## config.mk

```make
export PLATFORM = sky130hd
export DESIGN_NAME = rs485_dir_ctl
export DESIGN_NICKNAME = d
export VERILOG_FILES = /design/src/rtl/rs485_dir_ctl.sv
export SDC_FILE = /design/constraint.sdc
export NUM_CORES = 1
export LEC_CHECK = 0
export BUFFER_PORTS_ARGS = -buffer_cell sky130_fd_sc_hd__clkbuf_2
export CORE_MARGIN = 2
export CORE_UTILIZATION = 43
export DETAILED_ROUTE_END_ITERATION = 12
export HOLD_SLACK_MARGIN = 0.03
export PLACE_DENSITY_LB_ADDON = 0.1
export REMOVE_ABC_BUFFERS = 1
export SETUP_SLACK_MARGIN = 0.3
export SLEW_MARGIN = 20
export SYNTH_ARGS = -nofsm -noshare
export SYNTH_HDL_FRONTEND = slang
export SYNTH_SLANG_ARGS = --single-unit
```

## constraint.sdc

```tcl
create_clock -name clk -period 1.6 [get_ports clk]
set_clock_uncertainty 0.15 [all_clocks]
set_input_delay 0.08 -clock clk [delete_from_list [all_inputs] [get_ports clk]]
set_output_delay 0.08 -clock clk [all_outputs]
set_load 0.01 [all_outputs]
```

## src/rtl/rs485_dir_ctl.sv

```systemverilog
module rs485_dir_ctl #(
  parameter int DLY_W = 8
) (
  input  logic             clk,
  input  logic             rst_n,
  input  logic             baud_tick,
  input  logic             fifo_empty,
  input  logic             shift_busy,
  input  logic             stop_done,
  input  logic [DLY_W-1:0] cfg_delay,
  input  logic             cfg_invert,
  output logic             dir_out
);
  localparam logic [DLY_W-1:0] ONE = DLY_W'(1);

  logic             en_q;
  logic             hold_q;
  logic [DLY_W-1:0] cnt_q;

  wire start   = stop_done & fifo_empty;
  wire last    = (cnt_q == ONE);
  wire nonzero = (cfg_delay != '0);

  always_ff @(posedge clk) begin
    if (!rst_n) begin
      en_q   <= 1'b0;
      hold_q <= 1'b0;
      cnt_q  <= '0;
    end else if (!fifo_empty) begin
      en_q   <= 1'b1;
      hold_q <= 1'b0;
      cnt_q  <= '0;
    end else if (start) begin
      en_q   <= nonzero;
      hold_q <= nonzero;
      cnt_q  <= cfg_delay;
    end else if (hold_q) begin
      if (baud_tick) begin
        cnt_q <= cnt_q - ONE;
        if (last) begin
          hold_q <= 1'b0;
          en_q   <= 1'b0;
        end
      end
    end else begin
      en_q <= shift_busy;
    end
  end

  assign dir_out = ~(en_q ^ cfg_invert);

  p_pending_r2: assert property (@(posedge clk) disable iff (!rst_n)
    !fifo_empty |=> en_q);

  p_hold_active_r3: assert property (@(posedge clk) disable iff (!rst_n)
    hold_q |-> en_q);

  p_hold_exit_r3: assert property (@(posedge clk) disable iff (!rst_n)
    hold_q && fifo_empty && !stop_done |=> hold_q || !en_q);

  p_zero_delay_r4: assert property (@(posedge clk) disable iff (!rst_n)
    start && !nonzero |=> !en_q && !hold_q);

  p_no_tick_r5: assert property (@(posedge clk) disable iff (!rst_n)
    hold_q && fifo_empty && !stop_done && !baud_tick |=> hold_q && $stable(cnt_q));

  p_cancel_r6: assert property (@(posedge clk) disable iff (!rst_n)
    hold_q && !fifo_empty |=> en_q && !hold_q);

  p_cnt_live_r7: assert property (@(posedge clk) disable iff (!rst_n)
    hold_q |-> cnt_q != '0);
endmodule

```

After elaboration in Yosys (flattened, before gate mapping)
Cells that the tools add are included.
- bits in registers: 10
- input port bits: 15
- equality and inequality tests: 3
- reduce and logical (&&, ||, !) cells: 6
- $add $sub $neg: 1
- muxes and demuxes: 12
- bitwise gates (word level): 3
- operators with widths (cell ; count):
    $mux W8 ; 3
    $mux W1 ; 9
    $eq A8 B1 Y1 const B ; 1
    $reduce_bool A8 Y1 ; 1
    $sub A8 B1 Y8 const B ; 1
    $reduce_and A2 Y1 ; 3
    $ne A4 B2 Y1 const B ; 1
    $ne A4 B3 Y1 const B ; 1
    $reduce_bool A2 Y1 ; 2
    $and A1 B1 Y1 ; 1
    $not A1 Y1 ; 1
    $xor A1 B1 Y1 ; 1

Longest topological paths before layout
Gate-level depths: netlist (run 1).
- word-level depth: 6
- depth in mapped cells: 6

Worst setup path before layout (run 1)
No wires, ideal clock.
- kind: flip-flop to flip-flop
- start point: register cnt_q[1]
- end point: register hold_q
- cell stages (with the launch flop): 7
- arrival: 1.332 ns
- period minus slack after synthesis: 1.606 ns
- slack: -0.006 ns
- library setup time: 0.124 ns
- path buffers: 0
- cells stage by stage: dfxtp_1 > inv_1 > ha_1 > or4bb_1 > o211a_1 > a31oi_1 > nor2_1
- longest elaborated chain between the ends: 5
- RTL lines (item ; line ; text):
    from (decl) ; 18 ; logic [DLY_W-1:0] cnt_q;
    from (signal assigned) ; 36 ; cnt_q <= cfg_delay;
    from (signal assigned) ; 39 ; cnt_q <= cnt_q - ONE;
    $eq A8 B1 Y1 ; 21 ; wire last = (cnt_q == ONE);
    $mux W1 ; 40 ; if (last) begin
    $mux W1 ; 38 ; if (baud_tick) begin
    $mux W1 ; 37 ; end else if (hold_q) begin
    $mux W1 ; 33 ; end else if (start) begin
    to (signal assigned) ; 35 ; hold_q <= nonzero;
    to (decl) ; 17 ; logic hold_q;
Every way passes these cells.
A chain may end at the register's enable or synchronous reset.

Final worst setup path (run 1)
Ends and elaborated chain as after synthesis.

==> results of run 1 <==
[routing by layer]
metal | routed length [um] | GRT usage [%] | vias up
met4 | 42 | 15.00 | 0
met3 | 61 | 10.87 | 6
li1 | - | - | 307
met5 | 0 | 0 | -
met1 | 701 | 25.84 | 308
met2 | 893 | 41.67 | 14
[final cells by class]
class                           instances  share of cell area (%)
Clock buffer                            4                   3.752
Inverter                                4                   1.552
Multi-Input combinational cell         50                   43.86
Sequential cell                        10                   21.09
Tap cell                               15                   1.940
Timing Repair Buffer                   35                   27.81
[final timing paths]
| path | from | end | slack (ns) |
|---|---|---|---|
| worst max register to register | cnt_q[1] | hold_q | -0.03 |
| worst min register to register | en_q | en_q | 0.41 |
| worst max-delay path | cnt_q[1] | hold_q | -0.03 |
| worst min-delay path | cfg_delay[4] | hold_q | 0.06 |
[state kept, by name (all words and copies together) (netlist names)]
register  flops
cnt_q         8
en_q          1
hold_q        1
[worst max-delay path, stage by stage (launching register included)]
cell and delay [ns]:
dfxtp_2 0.33, inv_2 0.07, ha_4 0.12, or4bb_1 0.40, o211a_1 0.25, a31oi_1 0.15
nor2_1 0.05
[cells by family (layout without fill, tap and decap cells)]
logic type | Yosys count | count (layout)
XOR/XNOR | 8 | 8
buffers and inverters | 5 | 43
multiplexers | 1 | 1
adder cells (fa/ha/maj) | 2 | 2
AND/OR/NAND/NOR | 28 | 28
flip-flops | 10 | 10
AO/OA/AOI/OAI | 11 | 11
[layout by cell type, fill, tap and decap left out, drive strengths merged]
cell type    Yosys  routed
clkbuf           0      19
dlygate4sd3      0      13
nor2            10      10
dfxtp           10      10
nand2            8       8
xnor2            7       7
buf              1       7
a211oi           6       6
inv              4       4
nor4             3       3
ha               2       2
nor3             2       2
nand3            2       2
nand4bb          1       1
or4              1       1
a221oi           1       1
xor2             1       1
mux2i            1       1
a21oi            1       1
or4bb            1       1
o211a            1       1
a41oi            1       1
a31oi            1       1
[repair_timing]
action,in CTS,in global routing
setup buffers,2,1
setup endpoints to repair,8,9
pin swaps,12,3
hold buffers,13,0
gates resized for setup,16,2
endpoints found under the hold margin,10,0
[power by group through the flow]
| stage | Sequential (mW) | Clock, mW | Combinational, mW |
|---|---|---|---|
| 4_1_cts | 0.268 | 0.237 | 0.130 |
| 3_5_place_dp | 0.272 | 0 | 0.0923 |
| 2_1_floorplan | 0.272 | 0 | 0.0503 |
| 5_1_grt | 0.270 | 0.256 | 0.155 |
| 3_3_place_gp | 0.272 | 0 | 0.0914 |
| 6_report | 0.269 | 0.240 | 0.142 |
==> flow_metrics.tcl, run 1 <==
set metrics [dict create \
    synth.distinct_cells 26 \
    max_slew_margin_pct 76.43 \
    min_period_over_period_pct 101.9 \
    rsz0062_at_grt "true" \
    clkSinkCount 10 \
    dp_slack_ns -0.06650 \
    design.core.area_um2 1269 \
    overflow 0 \
    grt_max_degree 16 \
    ant_nets 0 \
    post-synth-top-count-cell "dfxtp_1" \
    htreeDepth 1 \
    synth-edff-count 0 \
    switchingPower_mw 0.1764 \
    synthTopCellsByArea "dfxtp_1 (35%), xnor2_1 (11%), a211oi_1 (6.5%), nor2_1 (5.9%), nand2_1 (4.6%)" \
    power_leakage_nw 0.3879 \
    dp.cells 98 \
    netlist_area_um2 576.8 \
    root_buffer "clkbuf_4" \
    worstSetupPathType "register to register" \
    clock_latency_ns 0.27 \
    drc 0 \
    register_area_um2 203.9 \
    dieArea_um2 1650 \
    combPwrFrac_pct 21.8 \
    arrival_ns 1.64 \
    initial_core_util_pct 45.46 \
    final_layout_size_suffix_gt1_share_pct 41.75 \
    yosysSeqAreaShare_pct 34.71 \
    antenna_cells 0 \
    hold_class "primary input to register" \
    p_sw_share_pct 27.06 \
    setup_ws_ns -0.03007 \
    io_pins 16 \
    synth_commonest_cells "dfxtp_1 (10), nor2_1 (9), nand2_1 (7), xnor2_1 (7), a211oi_1 (5)" \
    power_density_nw_per_um2 674.0 \
    failed_checks "setup timing" \
    die_h_um 40.63 \
    setup_tns_ns -0.06276 \
    final_area_um2 967.2 \
    synth_fa_ha_area_share_pct 4.338 \
    status "finished, violations left" \
    hold_viol 0 \
    synth_xor_area_share_pct 12.15 \
    vias 635 \
    grtUsageTotal_pct 25.06 \
    avgSynthCellArea_um2 8.874 \
    synth-warning-count 0 \
    synth_mux_area_share_pct 1.735 \
    power.total_mw 0.6519 \
    ys.flop_type "dfxtp_1" \
    p_seq_share_pct 41.3 \
    area_growth_pct 67.68 \
    drt_iter0_drc 8 \
    cts_tree "done" \
    yosysTopAreaCell "dfxtp_1" \
    async_flop_share_pct 0 \
    clkPwrFrac_pct 36.9 \
    synth_top_family_by_area "simple AND/OR/NAND/NOR gates" \
    hold_depth 5 \
    drv_cap 0 \
    grt_pass1_wl_um 2539 \
    routedWlPerCell_um 14.40 \
    port_buffers 15 \
    die_w_um 40.63 \
    whs_ns 0.05816 \
    first_global_vias 580 \
    cp.required_ns 1.61 \
    layout_min_cycle_time_ns 1.630 \
    reg2regPathDepth 6 \
    antenna_found_initial 0 \
    setup-violations-final 3 \
    slew_violations 0 \
    max_slew.worst_pin.slew_ns 0.3503 \
    nNetsFinal 121 \
    endpoint_kind "register" \
    max_freq_ghz 0.6135 \
    synth_top_area_share_pct 34.71 \
    start_kind "register" \
    n_fill_cell 96 \
    dpl.hpwl_um 957.4 \
    finalWirelength_um 1699 \
    dpl_cell_area_um2 693.2 \
    gp_congestion 0.7222 \
    p_int_mw 0.4755 \
    finalNonFillerCells 118 \
    drt-vias-per-instance 5.381 \
    synth_compound_area_share_pct 15.40 \
    clkTransAtPathRegs_ns 0.07 \
    clock_path_buffers 2 \
    irDropWorstVdd_uv 700.2 \
    dr.pass1.iters 4 \
    synth-seq-cells 10 \
    multi_input_comb_area_um2 424.2 \
    postLayoutCoreUtil_pct 76.23 \
    rows 13 \
    synth_cells 65 \
    cts_made_buffers 3 \
    crit_fanout 2 \
    synthSimpleGateAreaFrac_pct 27.77 \
]
Note: power is estimated with default switching activity, not from simulation.
==> run 2, diff against run 1 <==
--- a/config.mk
+++ b/config.mk
@@ -12,7 +12,6 @@
 export HOLD_SLACK_MARGIN = 0.03
 export PLACE_DENSITY_LB_ADDON = 0.1
 export REMOVE_ABC_BUFFERS = 1
-export SETUP_SLACK_MARGIN = 0.3
 export SLEW_MARGIN = 20
 export SYNTH_ARGS = -nofsm -noshare
 export SYNTH_HDL_FRONTEND = slang
==> flow_metrics.tcl, run 2 (same netlist as run 1, synthesis figures left out) <==
set metrics [dict create \
    clock_latency_ns 0.27 \
    slew_violations 0 \
    cts_setup_buffers 0 \
    overflow 0 \
    clkSinkCount 10 \
    gp_congestion 0.7222 \
    reg.largest.list "cnt_q (8), en_q (1), hold_q (1)" \
    max_slew_margin_pct 76.87 \
    root_buffer "clkbuf_4" \
    final_cell_mix "clkbuf_2 (15), dlygate4sd3_1 (13), nor2_1 (9)" \
    ant_nets 0 \
    worstSetupPathType "register to register" \
    drt-vias-per-instance 5.243 \
    power_density_nw_per_um2 698.2 \
    cp.required_ns 1.60 \
    nNetsFinal 118 \
    drt_iter0_drc 4 \
    n_fill_cell 105 \
    rows 13 \
    final_common_cell "clkbuf_2" \
    crit_fanout 3 \
    dieArea_um2 1650 \
    setup_tns_ns 0 \
    power.total_mw 0.6185 \
    clkTransAtPathRegs_ns 0.07 \
    drv_cap 0 \
    slowest_delay_ns 0.56 \
    max_slew.worst_pin.slew_ns 0.3461 \
    clock_path_buffers 2 \
    rsz0062_at_grt "true" \
    antenna_cells 0 \
    dpl.hpwl_um 957.4 \
    max_freq_ghz 0.6285 \
    top_register "cnt_q" \
    grt_pass1_wl_um 2235 \
    hold_viol 0 \
    final_area_um2 885.9 \
    finalWirelength_um 1445 \
    irDropWorstVdd_uv 503.0 \
    vias 603 \
    endpoint_kind "register" \
    die_h_um 40.63 \
    arrival_ns 1.59 \
    layout_min_cycle_time_ns 1.591 \
    cp_cell_sequence "or4_4, o211a_1, a31oi_1, nor2_1" \
    min_period_over_period_pct 99.44 \
    hold_class "primary input to register" \
    first_global_vias 524 \
    io_pins 16 \
    final_layout_size_suffix_gt1_share_pct 36.00 \
    antenna_found_initial 0 \
    largest_reg_flops 8 \
    grt_max_degree 16 \
    port_buffers 15 \
    setup-violations-final 0 \
    initial_core_util_pct 45.46 \
    cts_tree "done" \
    die_w_um 40.63 \
    htreeDepth 1 \
    status "completed" \
    dr.pass1.iters 4 \
    crit_path_top_delay_cell "or4_4" \
    design.core.area_um2 1269 \
    power_leakage_nw 0.3687 \
    routedWlPerCell_um 12.57 \
    grtUsageTotal_pct 21.73 \
    crit_buf_inv 0 \
    start_kind "register" \
    area_growth_pct 53.58 \
    drc 0 \
    cts_made_buffers 3 \
    crit_family "simple AND/OR/NAND/NOR gates" \
    dpl_cell_area_um2 693.2 \
]
-- run 2: area by class of cell --
class | instances | area [um^2] | share of cell area, %
clock buffers | 4 | 36.28 | 4.096
inverters | 4 | 15.01 | 1.695
repair buffers | 32 | 235.2 | 26.55
flip-flops and latches | 10 | 202.7 | 22.88
well taps | 15 | 18.77 | 2.119
multi-input cells | 50 | 377.9 | 42.66
-- run 2: final timing paths --
| kind | from | end | slack (ns) | depth (start not counted) |
|---|---|---|---|---|
| worst max-delay path | cnt_q[4] | hold_q | 0.009 | 4 |
| worst min-delay path | rst_n | cnt_q[1] | 0.14 | 3 |
| worst max register to register | cnt_q[4] | hold_q | 0.009 | 4 |
| worst min register to register | en_q | en_q | 0.38 | 2 |
-- run 2: per-stage QoR --
| step | setup slack (ns) | utilization, % | hold slack [ns] | instances |
|---|---|---|---|---|
| 6_report | 0.008906 | 69.82 | 0.1359 | 115 |
| 2_1_floorplan | -0.005548 | - | 0.04124 | 64 |
| 4_1_cts | -0.008062 | 68.93 | 0.1315 | 115 |
| 5_1_grt | -0.05566 | 69.82 | 0.1555 | 115 |
| 3_3_place_gp | -0.02628 | 54.64 | 0.1474 | 98 |
| 3_5_place_dp | -0.06650 | 54.64 | 0.1560 | 98 |
-- run 2: power breakdown --
group	leakage (nW)	switching, mW	internal (mW)
combinational	0.265	0.0538	0.0656
clock	0.0210	0.0931	0.138
sequential	0.0826	0.00829	0.259
-- run 2: metal layers --
metal	global-route usage (%)	vias to the layer above	share of wire [%]
met5	0	-	0
met1	24.75	285	44
met4	7.500	0	1.2
met3	9.783	2	4.2
li1	-	303	-
met2	35.71	13	50
-- run 2: worst reg2reg max path: cells and delay by family, from the launching register on --
| family | cells | cell delay [ns] |
|---|---|---|
| compound gates | 2 | 0.40 |
| flops | 1 | 0.31 |
| simple gates | 2 | 0.61 |
-- run 2: timing repair --
action	4_1_cts	5_1_grt
resized for setup	5	2
endpoints found under the setup margin	2	6
endpoints found under the hold margin	10	0
hold buffers	13	0
pin swaps	2	3
==> run 3, diff against run 2 <==
--- a/config.mk
+++ b/config.mk
@@ -5,9 +5,10 @@
 export SDC_FILE = /design/constraint.sdc
 export NUM_CORES = 1
 export LEC_CHECK = 0
+export ABC_AREA = 1
 export BUFFER_PORTS_ARGS = -buffer_cell sky130_fd_sc_hd__clkbuf_2
 export CORE_MARGIN = 2
-export CORE_UTILIZATION = 43
+export CORE_UTILIZATION = 45
 export DETAILED_ROUTE_END_ITERATION = 12
 export HOLD_SLACK_MARGIN = 0.03
 export PLACE_DENSITY_LB_ADDON = 0.1
==> flow_metrics.tcl, run 3 <==
set metrics [dict create \
    design.core.area_um2 1471 \
    power_leakage_nw 0.4375 \
    die_h_um 43 \
    arrival_ns 1.38 \
    ys.flop_type "dfxtp_1" \
    first_global_vias 674 \
    clock_latency_ns 0.27 \
    hold_buffers 9 \
    holdCritStartpoint "cfg_delay[6]" \
    reg2reg_from "cnt_q[1]" \
    io_pins 16 \
    final_layout_size_suffix_gt1_share_pct 21.58 \
    synth_commonest_cells "nand2_1 (29), inv_1 (16), nor2_1 (14)" \
    grt_pass1_wl_um 2801 \
    dr.pass1.iters 4 \
    power_density_nw_per_um2 698.9 \
    synth-seq-cells 10 \
    antenna_found_initial 0 \
    async_flop_share_pct 0 \
    max_slew_margin_pct 73.99 \
    layout_min_cycle_time_ns 1.323 \
    post-synth-top-count-cell "nand2_1" \
    synth-edff-count 0 \
    cts_resized 0 \
    setup_tns_ns 0 \
    synth.distinct_cells 21 \
    synth_cells 111 \
    reg.largest.list "cnt_q (8), en_q (1), hold_q (1)" \
    dpl_cell_area_um2 779.5 \
    cts_made_buffers 3 \
    max_slew.worst_pin.slew_ns 0.3892 \
    drt_iter0_drc 13 \
    max_freq_ghz 0.7560 \
    avgSynthCellArea_um2 6.166 \
    hold_end "cnt_q[6]" \
    hold_class "primary input to register" \
    gp_congestion 0.8116 \
    overflow 0 \
    clkSinkCount 10 \
    area_growth_pct 32.36 \
    rsz0062_at_grt "false" \
    initial_core_util_pct 46.51 \
    drv_cap 0 \
    status "completed" \
    dpl.hpwl_um 1234 \
    worstReg2RegEnd "cnt_q[4]" \
    ant_nets 0 \
    n_fill_cell 153 \
    rows 14 \
    cts_tree "done" \
    grt_max_degree 11 \
    clock_path_buffers 2 \
    die_w_um 43 \
    grtUsageTotal_pct 20.84 \
    largest_reg_flops 8 \
    dieArea_um2 1849 \
    rrSetupSlack_ns 0.28 \
    yosysSeqAreaShare_pct 29.25 \
    endpoint_kind "register" \
    port_buffers 15 \
    dp.cells 142 \
    crit_fanout 5 \
    antenna_cells 0 \
    cp.required_ns 1.66 \
    min_period_over_period_pct 82.67 \
    hold_depth 5 \
    top_register "cnt_q" \
    synth-warning-count 0 \
    hold_viol 0 \
    setup-violations-final 0 \
    cts_setup_buffers 0 \
    irDropWorstVdd_uv 706.2 \
    nNetsFinal 157 \
    final_common_cell "nand2_1" \
    yosysTopAreaCell "dfxtp_1" \
    synthTopCellsByArea "dfxtp_1 (29%), nand2_1 (16%), inv_1 (8.8%), nor2_1 (7.7%), a21oi_1 (4.4%)" \
    reg2regPathDepth 7 \
    drt-vias-per-instance 4.774 \
    postLayoutCoreUtil_pct 61.56 \
    routedWlPerCell_um 10.68 \
    htreeDepth 1 \
    final_area_um2 905.9 \
    clkTransAtPathRegs_ns 0.07 \
    slew_violations 0 \
    start_kind "primary input" \
    final_cell_mix "nand2_1 (29), inv_1 (16), clkbuf_2 (15)" \
    startpoint "fifo_empty" \
    netlist_area_um2 684.4 \
    root_buffer "clkbuf_4" \
    synth_top_area_share_pct 29.25 \
    drc 0 \
    worstSetupPathType "primary input to register" \
    finalNonFillerCells 155 \
    finalWirelength_um 1655 \
    vias 740 \
]
==> run 3: how the worst max path moves through the flow <==
stage	end	cells after the start
final	cnt_q[7]	7
after global routing	cnt_q[4]	7
after CTS	cnt_q[1]	5
after global placement	cnt_q[1]	5
after detailed placement	cnt_q[4]	7
after floorplan	cnt_q[4]	7
==> run 3: metal layers <==
layer	up-vias	wire length, um	global-route usage, %
met5	-	0	0
met4	0	27	6.061
met3	4	66	7.660
met2	13	769	34.24
met1	315	791	25.32
li1	408	-	-
==> run 3: kinds of logic (layout without fill, tap and decap cells) <==
group,Yosys count,after routing,share of synthesized area [%]
simple gates,56,56,36.20
compound gates,21,21,17.00
buf+inv,20,48,11.34
flops,10,10,29.25
fa+ha+maj,2,2,3.656
xor+xnor,2,2,2.560
==> run 3: cell type report <==
class                   instances  area, um^2  share of cell area, %
flip-flops and latches         10       200.2                  22.10
repair buffers                 24       165.2                  18.23
inverters                      20       77.57                  8.564
clock buffers                   4       36.28                  4.006
well taps                      16       20.02                  2.210
multi-input cells              81       406.6                  44.89
==> run 3: through the flow <==
step	hold WS [ns]	power, mW	setup slack (ns)
final	0.03080	0.6331	0.2773
after global routing	0.06962	0.6681	0.1312
after CTS	0.03050	0.6396	0.2680
after detailed placement	0.1502	0.3887	0.2776
after global placement	0.1452	0.3870	0.3286
after floorplan	0.04222	0.3465	0.3810
==> run 3: report_power, final <==
| part | switching, mW | internal (mW) | total (mW) |
|---|---|---|---|
| clock network | 0.0943 | 0.138 | 0.233 |
| registers | 0.00678 | 0.257 | 0.264 |
| logic | 0.0747 | 0.0616 | 0.136 |
| total | 0.176 | 0.457 | 0.633 |
==> run 3: critical path, stage by stage <==
cell and delay [ns]:
dlygate4sd3_1 0.55, clkbuf_2 0.14, nand2_4 0.11, nand2_1 0.12, o21ai_0 0.22, inv_2 0.05, a21oi_2 0.11
